File: src/rtl/bank_pkg.sv
package bank_pkg;

    localparam int SYSM_W    = 5;
    localparam int MODE_W    = 5;
    localparam int EL_W      = 2;
    localparam int NUM_SLOTS = 33;
    localparam int SLOT_W    = $clog2(NUM_SLOTS);
    localparam int PSR_BASE  = 26;

    typedef enum logic [MODE_W-1:0] {
        MODE_USR = 5'h10,
        MODE_FIQ = 5'h11,
        MODE_IRQ = 5'h12,
        MODE_SVC = 5'h13,
        MODE_MON = 5'h16,
        MODE_ABT = 5'h17,
        MODE_HYP = 5'h1A,
        MODE_UND = 5'h1B,
        MODE_SYS = 5'h1F
    } cpu_mode_e;

    typedef enum logic [2:0] {
        RK_LOW,
        RK_SP,
        RK_LR,
        RK_ELR,
        RK_PSR
    } reg_kind_e;

    typedef struct packed {
        logic              ok;
        cpu_mode_e         tgt;
        reg_kind_e         kind;
        logic [SLOT_W-1:0] slot;
    } bank_sel_t;

    // Target mode of the r13/r14 pair codes, indexed by sysm[4:1].
    function automatic cpu_mode_e pair_mode(logic [SYSM_W-2:0] hi);
        case (hi)
            4'h8:    return MODE_IRQ;
            4'h9:    return MODE_SVC;
            4'hA:    return MODE_ABT;
            4'hB:    return MODE_UND;
            4'hE:    return MODE_MON;
            default: return MODE_HYP;
        endcase
    endfunction

    // Register class of the r8..r14 codes, indexed by sysm[2:0].
    function automatic reg_kind_e low_kind(logic [2:0] lo);
        case (lo)
            3'd5:    return RK_SP;
            3'd6:    return RK_LR;
            default: return RK_LOW;
        endcase
    endfunction

    function automatic bank_sel_t decode_sel(logic r, logic [SYSM_W-1:0] sysm);
        bank_sel_t s;
        s      = '0;
        s.tgt  = MODE_USR;
        s.kind = RK_LOW;
        if (r) begin
            s.kind = RK_PSR;
            s.ok   = 1'b1;
            case (sysm)
                5'h0E: begin s.tgt = MODE_FIQ; s.slot = SLOT_W'(PSR_BASE + 0); end
                5'h10: begin s.tgt = MODE_IRQ; s.slot = SLOT_W'(PSR_BASE + 1); end
                5'h12: begin s.tgt = MODE_SVC; s.slot = SLOT_W'(PSR_BASE + 2); end
                5'h14: begin s.tgt = MODE_ABT; s.slot = SLOT_W'(PSR_BASE + 3); end
                5'h16: begin s.tgt = MODE_UND; s.slot = SLOT_W'(PSR_BASE + 4); end
                5'h1C: begin s.tgt = MODE_MON; s.slot = SLOT_W'(PSR_BASE + 5); end
                5'h1E: begin s.tgt = MODE_HYP; s.slot = SLOT_W'(PSR_BASE + 6); end
                default: s.ok = 1'b0;
            endcase
        end else begin
            if (sysm <= 5'h06) begin
                s.ok   = 1'b1;
                s.tgt  = MODE_USR;
                s.kind = low_kind(sysm[2:0]);
                s.slot = SLOT_W'(sysm);
            end else if (sysm >= 5'h08 && sysm <= 5'h0E) begin
                s.ok   = 1'b1;
                s.tgt  = MODE_FIQ;
                s.kind = low_kind(sysm[2:0]);
                s.slot = SLOT_W'(sysm) - SLOT_W'(1);
            end else if ((sysm >= 5'h10 && sysm <= 5'h17) || sysm >= 5'h1C) begin
                s.ok  = 1'b1;
                s.tgt = pair_mode(sysm[SYSM_W-1:1]);
                if (sysm[0])
                    s.kind = RK_SP;
                else if (s.tgt == MODE_HYP)
                    s.kind = RK_ELR;
                else
                    s.kind = RK_LR;
                if (sysm <= 5'h17)
                    s.slot = SLOT_W'(sysm) - SLOT_W'(2);
                else
                    s.slot = SLOT_W'(sysm) - SLOT_W'(6);
            end
        end
        return s;
    endfunction

    function automatic logic [EL_W-1:0] default_trap_el(logic [EL_W-1:0] el);
        return (el <= 2'd1) ? 2'd1 : el;
    endfunction

endpackage

File: src/rtl/bank_decode.sv
module bank_decode
    import bank_pkg::*;
(
    input  logic              sel_r,
    input  logic [SYSM_W-1:0] sel_sysm,
    output bank_sel_t         sel
);
    always_comb begin
        sel = decode_sel(sel_r, sel_sysm);
    end
endmodule

File: src/rtl/bank_permit.sv
module bank_permit
    import bank_pkg::*;
#(
    parameter int REG_IDX_W = 4
) (
    input  bank_sel_t             sel,
    input  logic [MODE_W-1:0]     cur_mode,
    input  logic [EL_W-1:0]       cur_el,
    input  logic                  cur_secure,
    input  logic                  feat_v8,
    input  logic                  feat_el2,
    input  logic                  feat_el3,
    input  logic [REG_IDX_W-1:0]  reg_idx,
    output logic                  deny,
    output logic [EL_W-1:0]       trap_el
);
    localparam logic [REG_IDX_W-1:0] PC_IDX = '1;

    logic static_fail;
    logic mon_trap;
    logic late_fail;
    logic usr_fail;
    logic hyp_fail;

    always_comb begin
        static_fail = (cur_mode == MODE_USR)
                    || (reg_idx == PC_IDX)
                    || !(feat_v8 || feat_el2)
                    || !sel.ok
                    || (sel.tgt == MODE_MON && (!feat_el3 || !cur_secure))
                    || (sel.tgt == MODE_HYP && (!feat_el2 || cur_el != 2'd3));

        mon_trap = !static_fail && (sel.tgt == MODE_MON) && (cur_el == 2'd1);

        usr_fail = 1'b0;
        if (sel.tgt == MODE_USR) begin
            case (sel.kind)
                RK_LOW:  usr_fail = (cur_mode != MODE_FIQ);
                RK_SP:   usr_fail = (cur_mode == MODE_SYS);
                RK_LR:   usr_fail = (cur_mode == MODE_HYP) || (cur_mode == MODE_SYS);
                default: usr_fail = 1'b0;
            endcase
        end

        hyp_fail = 1'b0;
        if (sel.tgt == MODE_HYP) begin
            if (sel.kind == RK_ELR)
                hyp_fail = (cur_mode != MODE_HYP) && (cur_mode != MODE_MON);
            else
                hyp_fail = (cur_mode != MODE_MON);
        end

        late_fail = (cur_mode == sel.tgt) || usr_fail || hyp_fail;

        deny    = static_fail || mon_trap || late_fail;
        trap_el = mon_trap ? 2'd3 : default_trap_el(cur_el);
    end
endmodule

File: src/rtl/bank_store.sv
module bank_store
    import bank_pkg::*;
#(
    parameter int DATA_W = 32
) (
    input  logic              clk,
    input  logic              rst,
    input  logic              wr_en,
    input  logic [SLOT_W-1:0] wr_slot,
    input  logic [DATA_W-1:0] wr_data,
    input  logic [SLOT_W-1:0] rd_slot,
    output logic [DATA_W-1:0] rd_data
);
    logic [NUM_SLOTS-1:0][DATA_W-1:0] regs;

    for (genvar g = 0; g < NUM_SLOTS; g++) begin : g_slot
        always_ff @(posedge clk) begin
            if (rst)
                regs[g] <= '0;
            else if (wr_en && wr_slot == SLOT_W'(g))
                regs[g] <= wr_data;
        end
    end

    always_comb begin
        rd_data = '0;
        for (int i = 0; i < NUM_SLOTS; i++)
            if (rd_slot == SLOT_W'(i))
                rd_data = regs[i];
    end

    // without a write strobe no banked register moves
    a_r12_store_hold: assert property (@(posedge clk) disable iff (rst)
        !wr_en |=> (regs == $past(regs)));

    // a write lands in the addressed slot at the accepting edge
    a_r12_write_lands: assert property (@(posedge clk) disable iff (rst)
        wr_en |=> (regs[$past(wr_slot)] == $past(wr_data)));
endmodule

File: src/rtl/bank_access_unit.sv
module bank_access_unit
    import bank_pkg::*;
#(
    parameter int DATA_W    = 32,
    parameter int REG_IDX_W = 4
) (
    input  logic                 clk,
    input  logic                 rst,
    input  logic                 req_valid,
    input  logic                 req_write,
    input  logic                 req_r,
    input  logic [4:0]           req_sysm,
    input  logic [REG_IDX_W-1:0] req_reg,
    input  logic [DATA_W-1:0]    req_wdata,
    input  logic [4:0]           cur_mode,
    input  logic [1:0]           cur_el,
    input  logic                 cur_secure,
    input  logic                 feat_v8,
    input  logic                 feat_el2,
    input  logic                 feat_el3,
    output logic                 rsp_done,
    output logic                 rsp_undef,
    output logic [1:0]           rsp_undef_el,
    output logic [DATA_W-1:0]    rsp_rdata
);
    bank_sel_t         sel;
    logic              deny;
    logic [EL_W-1:0]   trap_el;
    logic              store_we;
    logic [DATA_W-1:0] store_rd;

    bank_decode u_decode (
        .sel_r    (req_r),
        .sel_sysm (req_sysm),
        .sel      (sel)
    );

    bank_permit #(.REG_IDX_W(REG_IDX_W)) u_permit (
        .sel        (sel),
        .cur_mode   (cur_mode),
        .cur_el     (cur_el),
        .cur_secure (cur_secure),
        .feat_v8    (feat_v8),
        .feat_el2   (feat_el2),
        .feat_el3   (feat_el3),
        .reg_idx    (req_reg),
        .deny       (deny),
        .trap_el    (trap_el)
    );

    assign store_we = req_valid && req_write && !deny;

    bank_store #(.DATA_W(DATA_W)) u_store (
        .clk     (clk),
        .rst     (rst),
        .wr_en   (store_we),
        .wr_slot (sel.slot),
        .wr_data (req_wdata),
        .rd_slot (sel.slot),
        .rd_data (store_rd)
    );

    always_ff @(posedge clk) begin
        if (rst) begin
            rsp_done     <= 1'b0;
            rsp_undef    <= 1'b0;
            rsp_undef_el <= '0;
            rsp_rdata    <= '0;
        end else begin
            rsp_done     <= req_valid && !deny;
            rsp_undef    <= req_valid && deny;
            rsp_undef_el <= (req_valid && deny) ? trap_el : 2'd0;
            rsp_rdata    <= (req_valid && !deny && !req_write) ? store_rd : '0;
        end
    end

    // a single response per request, in the following cycle
    a_r2_one_response: assert property (@(posedge clk) disable iff (rst)
        req_valid |=> (rsp_done ^ rsp_undef));

    a_r2_no_spurious: assert property (@(posedge clk) disable iff (rst)
        !req_valid |=> !(rsp_done || rsp_undef));

    // user-mode requests are always refused
    a_r6_user_refused: assert property (@(posedge clk) disable iff (rst)
        (req_valid && cur_mode == MODE_USR) |=> rsp_undef);

    // targeting the running mode is refused
    a_r7_same_mode: assert property (@(posedge clk) disable iff (rst)
        (req_valid && sel.ok && cur_mode == sel.tgt) |=> rsp_undef);

    // a level-3 fault from EL1 only arises for a secure monitor access
    a_r10_el3_trap_secure: assert property (@(posedge clk) disable iff (rst)
        (rsp_undef && rsp_undef_el == 2'd3 && $past(cur_el) == 2'd1)
            |-> ($past(cur_secure) && $past(feat_el3)));

    // fault level never below EL1
    a_r11_el_floor: assert property (@(posedge clk) disable iff (rst)
        rsp_undef |-> (rsp_undef_el != 2'd0));
endmodule

File: config.mk
export PLATFORM = sky130hd
export DESIGN_NAME = bank_access_unit
export DESIGN_NICKNAME = d
export VERILOG_FILES = /design/src/rtl/bank_pkg.sv /design/src/rtl/bank_decode.sv /design/src/rtl/bank_permit.sv /design/src/rtl/bank_store.sv /design/src/rtl/bank_access_unit.sv
export SDC_FILE = /design/constraint.sdc
export NUM_CORES = 2
export LEC_CHECK = 0
export ABC_AREA = 1
export BUFFER_PORTS_ARGS = -buffer_cell sky130_fd_sc_hd__buf_4
export CORE_MARGIN = 2
export CORE_UTILIZATION = 35
export DETAILED_ROUTE_END_ITERATION = 10
export PLACE_DENSITY_LB_ADDON = 0.08
export SYNTH_ARGS = -nofsm -noshare
export SYNTH_HDL_FRONTEND = slang
export SYNTH_SLANG_ARGS = --single-unit
File: constraint.sdc
create_clock -name clk -period 3.39 [get_ports clk]
set_input_delay 0.1695 -clock clk [delete_from_list [all_inputs] [get_ports clk]]
set_output_delay 0.1695 -clock clk [all_outputs]
set_load 0.05 [all_outputs]
==> flow_summary.json <==
{
  "status": "finished, violations left",
  "violations": "negative setup slack",
  "drt-initial-drc-count": 4504,
  "fillers": 13934,
  "slowest_stage": "nand4_1",
  "die-area_um2": 140000,
  "grt_setup_unrepaired": "yes",
  "ys_seq_area_frac": 0.455,
  "die_h_um": 374,
  "synth_nets": 6985,
  "ys_types": 43,
  "highest_layer": "met4",
  "setup_violations": 29,
  "via_count": 47125,
  "grt_overflow_total": 0,
  "wl_met3_um": 10300,
  "seqCellArea_um2": 21900,
  "critPathKind": "input port to flip-flop",
  "final.setup.worst_slack_ns": -0.472,
  "layout-drive-gt1-share": 0.183,
  "crit_path_start_kind": "input port",
  "drv_cap": 0,
  "final_area_um2": 61000,
  "endpoint_kind": "flip-flop",
  "synth_area_per_cell_um2": 6.94,
  "grt_pass1_wl_um": 272000,
  "dr_wl_met2_um": 78200,
  "yosys_most_used_dff": "dfxtp_1",
  "min_from": "cur_mode[2]",
  "cts_made_buffers": 132,
  "dp.cells": 8715,
  "worstPathRequired_ns": 4.05,
  "port_buffers": 92,
  "place_congestion": 0.820,
  "drv_slew": 0,
  "hold_ws_ns": 0.0935,
  "yosysWarningCount": 0,
  "peakVddDrop_v": 0.000323,
  "hold_path_depth": 7,
  "die_x_um": 374,
  "power.switching_mw": 7.67,
  "io_pins": 93,
  "timing.final.crit_share": 1.14,
  "crit_arrival_ns": 4.52,
  "skew_ns": 0.0233,
  "r2r_slack_ns": 0.01,
  "power_mw": 29.9,
  "reg2reg_to": "rsp_rdata[26]$_SDFF_PP0_",
  "cts_buffer_depth": 3,
  "grt_max_degree": 149,
  "synthArstFlopShare": 0,
  "synthCells": 6918,
  "utilization": 0.449,
  "synth_area_um2": 48000,
  "grt_pass1_vias": 42907,
  "swShare": 0.256,
  "hold-path-endpoint": "rsp_done$_SDFF_PP0_",
  "start_util": 0.354,
  "h-tree-depth": 4,
  "r2r_cells": 20,
  "first_pass_iters": 6,
  "period_needed_ns": 3.86,
  "finalHoldViolCount": 0,
  "p_per_area_nw_per_um2": 491,
  "p_comb_frac": 0.095,
  "wire_per_inst_um": 19.9,
  "fin_cells": 9066,
  "fmax_mhz": 259,
  "pwr-share-seq": 0.431,
  "cpMostUsedCell": "nand4_1",
  "cts_root_buffer": "clkbuf_16",
  "crit-reg2reg-launch": "u_store.regs[26]$_SDFFE_PP0P_",
  "multi_input_area_um2": 23100,
  "wirelength_um": 180000,
  "leakage_nw": 21.6,
  "ys_seq_elements": 1092,
  "hp-class": "input port to flip-flop",
  "track_usage": 0.249,
  "tritoncts": "yes",
  "drc": 0,
  "cts_sinks": 1092,
  "slew_headroom": 0.304,
  "place_area_um2": 53500,
  "cpLargestDelayFamily": "simple AND/OR/NAND/NOR gates",
  "antenna_found_initial": 6,
  "coreArea_um2": 136000,
  "met1_length_um": 88200,
  "cp_max_fo": 6,
  "fin_nets": 7249,
  "cts.clk_slew.worst_paths_ns": 0.06,
  "ant_nets": 0,
  "synth_edf_count": 0,
  "rows": 135,
  "area_growth_pct": 27.0,
  "crit_buf_inv": 11,
  "p_clk_frac": 0.475,
  "dp_hpwl_um": 116000,
  "max_stage_delay_ns": 0.26,
  "viasPerCell": 5.20,
  "worst_pin_slew_ns": 1.03,
  "internal-power_mw": 22.3,
  "clk-insertion-delay-late_ns": 0.77
}
-- area by class of cell --
class | instances | share of cell area
multi-input combinational | 4600 | 0.379
sequential | 1092 | 0.358
timing repair buffer | 738 | 0.116
clock buffer | 203 | 0.0657
inverter | 618 | 0.0386
tap | 1781 | 0.0365
clock inverter | 30 | 0.00523
antenna | 4 | 0.000164
-- cells in the mapped netlist (3+ instances only) --
library cell / number / area (um^2)
buf_6: 8 / 90.1
ha_1: 10 / 125
nand3_2: 8 / 80.1
o21ai_0: 548 / 2740
nand2_2: 16 / 100
dfxtp_1: 1092 / 21900
buf_1: 75 / 282
clkinv_1: 3 / 11.3
buf_4: 14 / 105
nor2_4: 7 / 78.8
nand2_1: 1514 / 5680
clkbuf_1: 365 / 1370
buf_2: 147 / 736
a31oi_1: 3 / 18.8
nand3_4: 3 / 52.6
nor2_1: 344 / 1290
inv_2: 24 / 90.1
inv_1: 590 / 2210
o21ai_1: 32 / 160
o22ai_1: 4 / 25.0
nand4_1: 190 / 1190
nand3_1: 738 / 3690
a21oi_1: 1124 / 5630
nor3_1: 26 / 130
nor2_2: 9 / 56.3
-- worst max-delay path by stage --
stage	start	to	slack (ns)	depth (start not counted)
after floorplan	req_sysm[1]	rsp_rdata[3]$_SDFF_PP0_	0.38	31
after global routing	req_sysm[1]	rsp_rdata[25]$_SDFF_PP0_	-0.69	37
after CTS	req_sysm[1]	rsp_rdata[26]$_SDFF_PP0_	-0.51	36
final	req_sysm[1]	rsp_rdata[0]$_SDFF_PP0_	-0.47	39
after global placement	req_sysm[0]	rsp_rdata[31]$_SDFF_PP0_	-1.74	37
after detailed placement	req_sysm[0]	rsp_rdata[31]$_SDFF_PP0_	-1.69	36
-- cells by family after synthesis --
group	count (synthesis)	share of synthesized area
adders and majority gates	10	0.00261
DFF	1092	0.455
xor gates and xnor gates	3	0.000547
and+or+nand+nor	2865	0.259
buffers and inverters	1227	0.102
AOI/OAI and AO/OA	1721	0.180
-- tightest hold or removal path: stages --
cell      delay, ns
buf_4          0.11
a21oi_1        0.06
nand3_1        0.08
o311ai_2       0.15
nor2_1         0.12
inv_1          0.06
nor2_1         0.07
-- state kept, by name, summed over array words and instances, names as in the netlist --
register / cells
rsp_undef_el: 2
rsp_done: 1
u_store.regs: 1056
rsp_rdata: 32
rsp_undef: 1
-- through the flow --
step	TNS [ns]	setup slack (ns)
finish	-7.39	-0.472
global placement	-443.83	-1.74
global route	-15.25	-0.690
CTS	-7.09	-0.507
floorplan	0	0.378
detailed placement	-368.81	-1.69
-- cell usage in the layout (no fill, tap or decap), types with 3 or more instances in the layout --
| cell | n |
|---|---|
| a21oi_1 | 1121 |
| buf_12 | 91 |
| buf_4 | 536 |
| buf_6 | 61 |
| buf_8 | 7 |
| bufinv_16 | 4 |
| clkbuf_1 | 33 |
| clkbuf_16 | 139 |
| clkbuf_8 | 33 |
| clkinv_1 | 3 |
| clkinv_2 | 15 |
| dfxtp_1 | 1092 |
| diode_2 | 4 |
| dlygate4sd3_1 | 41 |
| ha_1 | 3 |
| ha_4 | 5 |
| inv_1 | 585 |
| inv_2 | 19 |
| inv_4 | 7 |
| inv_6 | 9 |
| nand2_1 | 1403 |
| nand2_2 | 92 |
| nand2_4 | 36 |
| nand3_1 | 660 |
| nand3_2 | 62 |
| nand3_4 | 27 |
| nand4_1 | 190 |
| nor2_1 | 221 |
| nor2_2 | 100 |
| nor2_4 | 39 |
| nor3_1 | 9 |
| nor3_2 | 14 |
| nor3_4 | 5 |
| o21ai_0 | 545 |
| o21ai_1 | 21 |
| o21ai_2 | 10 |
| o21ai_4 | 4 |
-- metal layers --
| metal | vias to the layer above | track usage |
|---|---|---|
| met5 | - | 0 |
| met4 | 0 | 0.0567 |
| met3 | 208 | 0.0315 |
| met2 | 1272 | 0.376 |
| met1 | 22429 | 0.374 |
| li1 | 23216 | - |
-- what timing repair did --
action,CTS,global route
endpoints found under the setup margin,32,33
cloned,1,2
hold buffers,41,0
gates resized for setup,323,220
buffers inserted,37,47
pin swaps,219,289
endpoints found under the hold margin,803,0
-- power by group through the flow --
| stage | clock [mW] | sequential [mW] | combinational [mW] |
|---|---|---|---|
| 4_1_cts | 14.6 | 12.9 | 2.64 |
| 3_3_place_gp | 0 | 13.2 | 2.36 |
| 5_1_grt | 15.0 | 12.9 | 3.02 |
| 6_report | 14.2 | 12.9 | 2.83 |
| 3_5_place_dp | 0 | 13.2 | 2.36 |
| 2_1_floorplan | 0 | 13.2 | 1.14 |
Note: power is estimated with default switching activity, not from simulation.
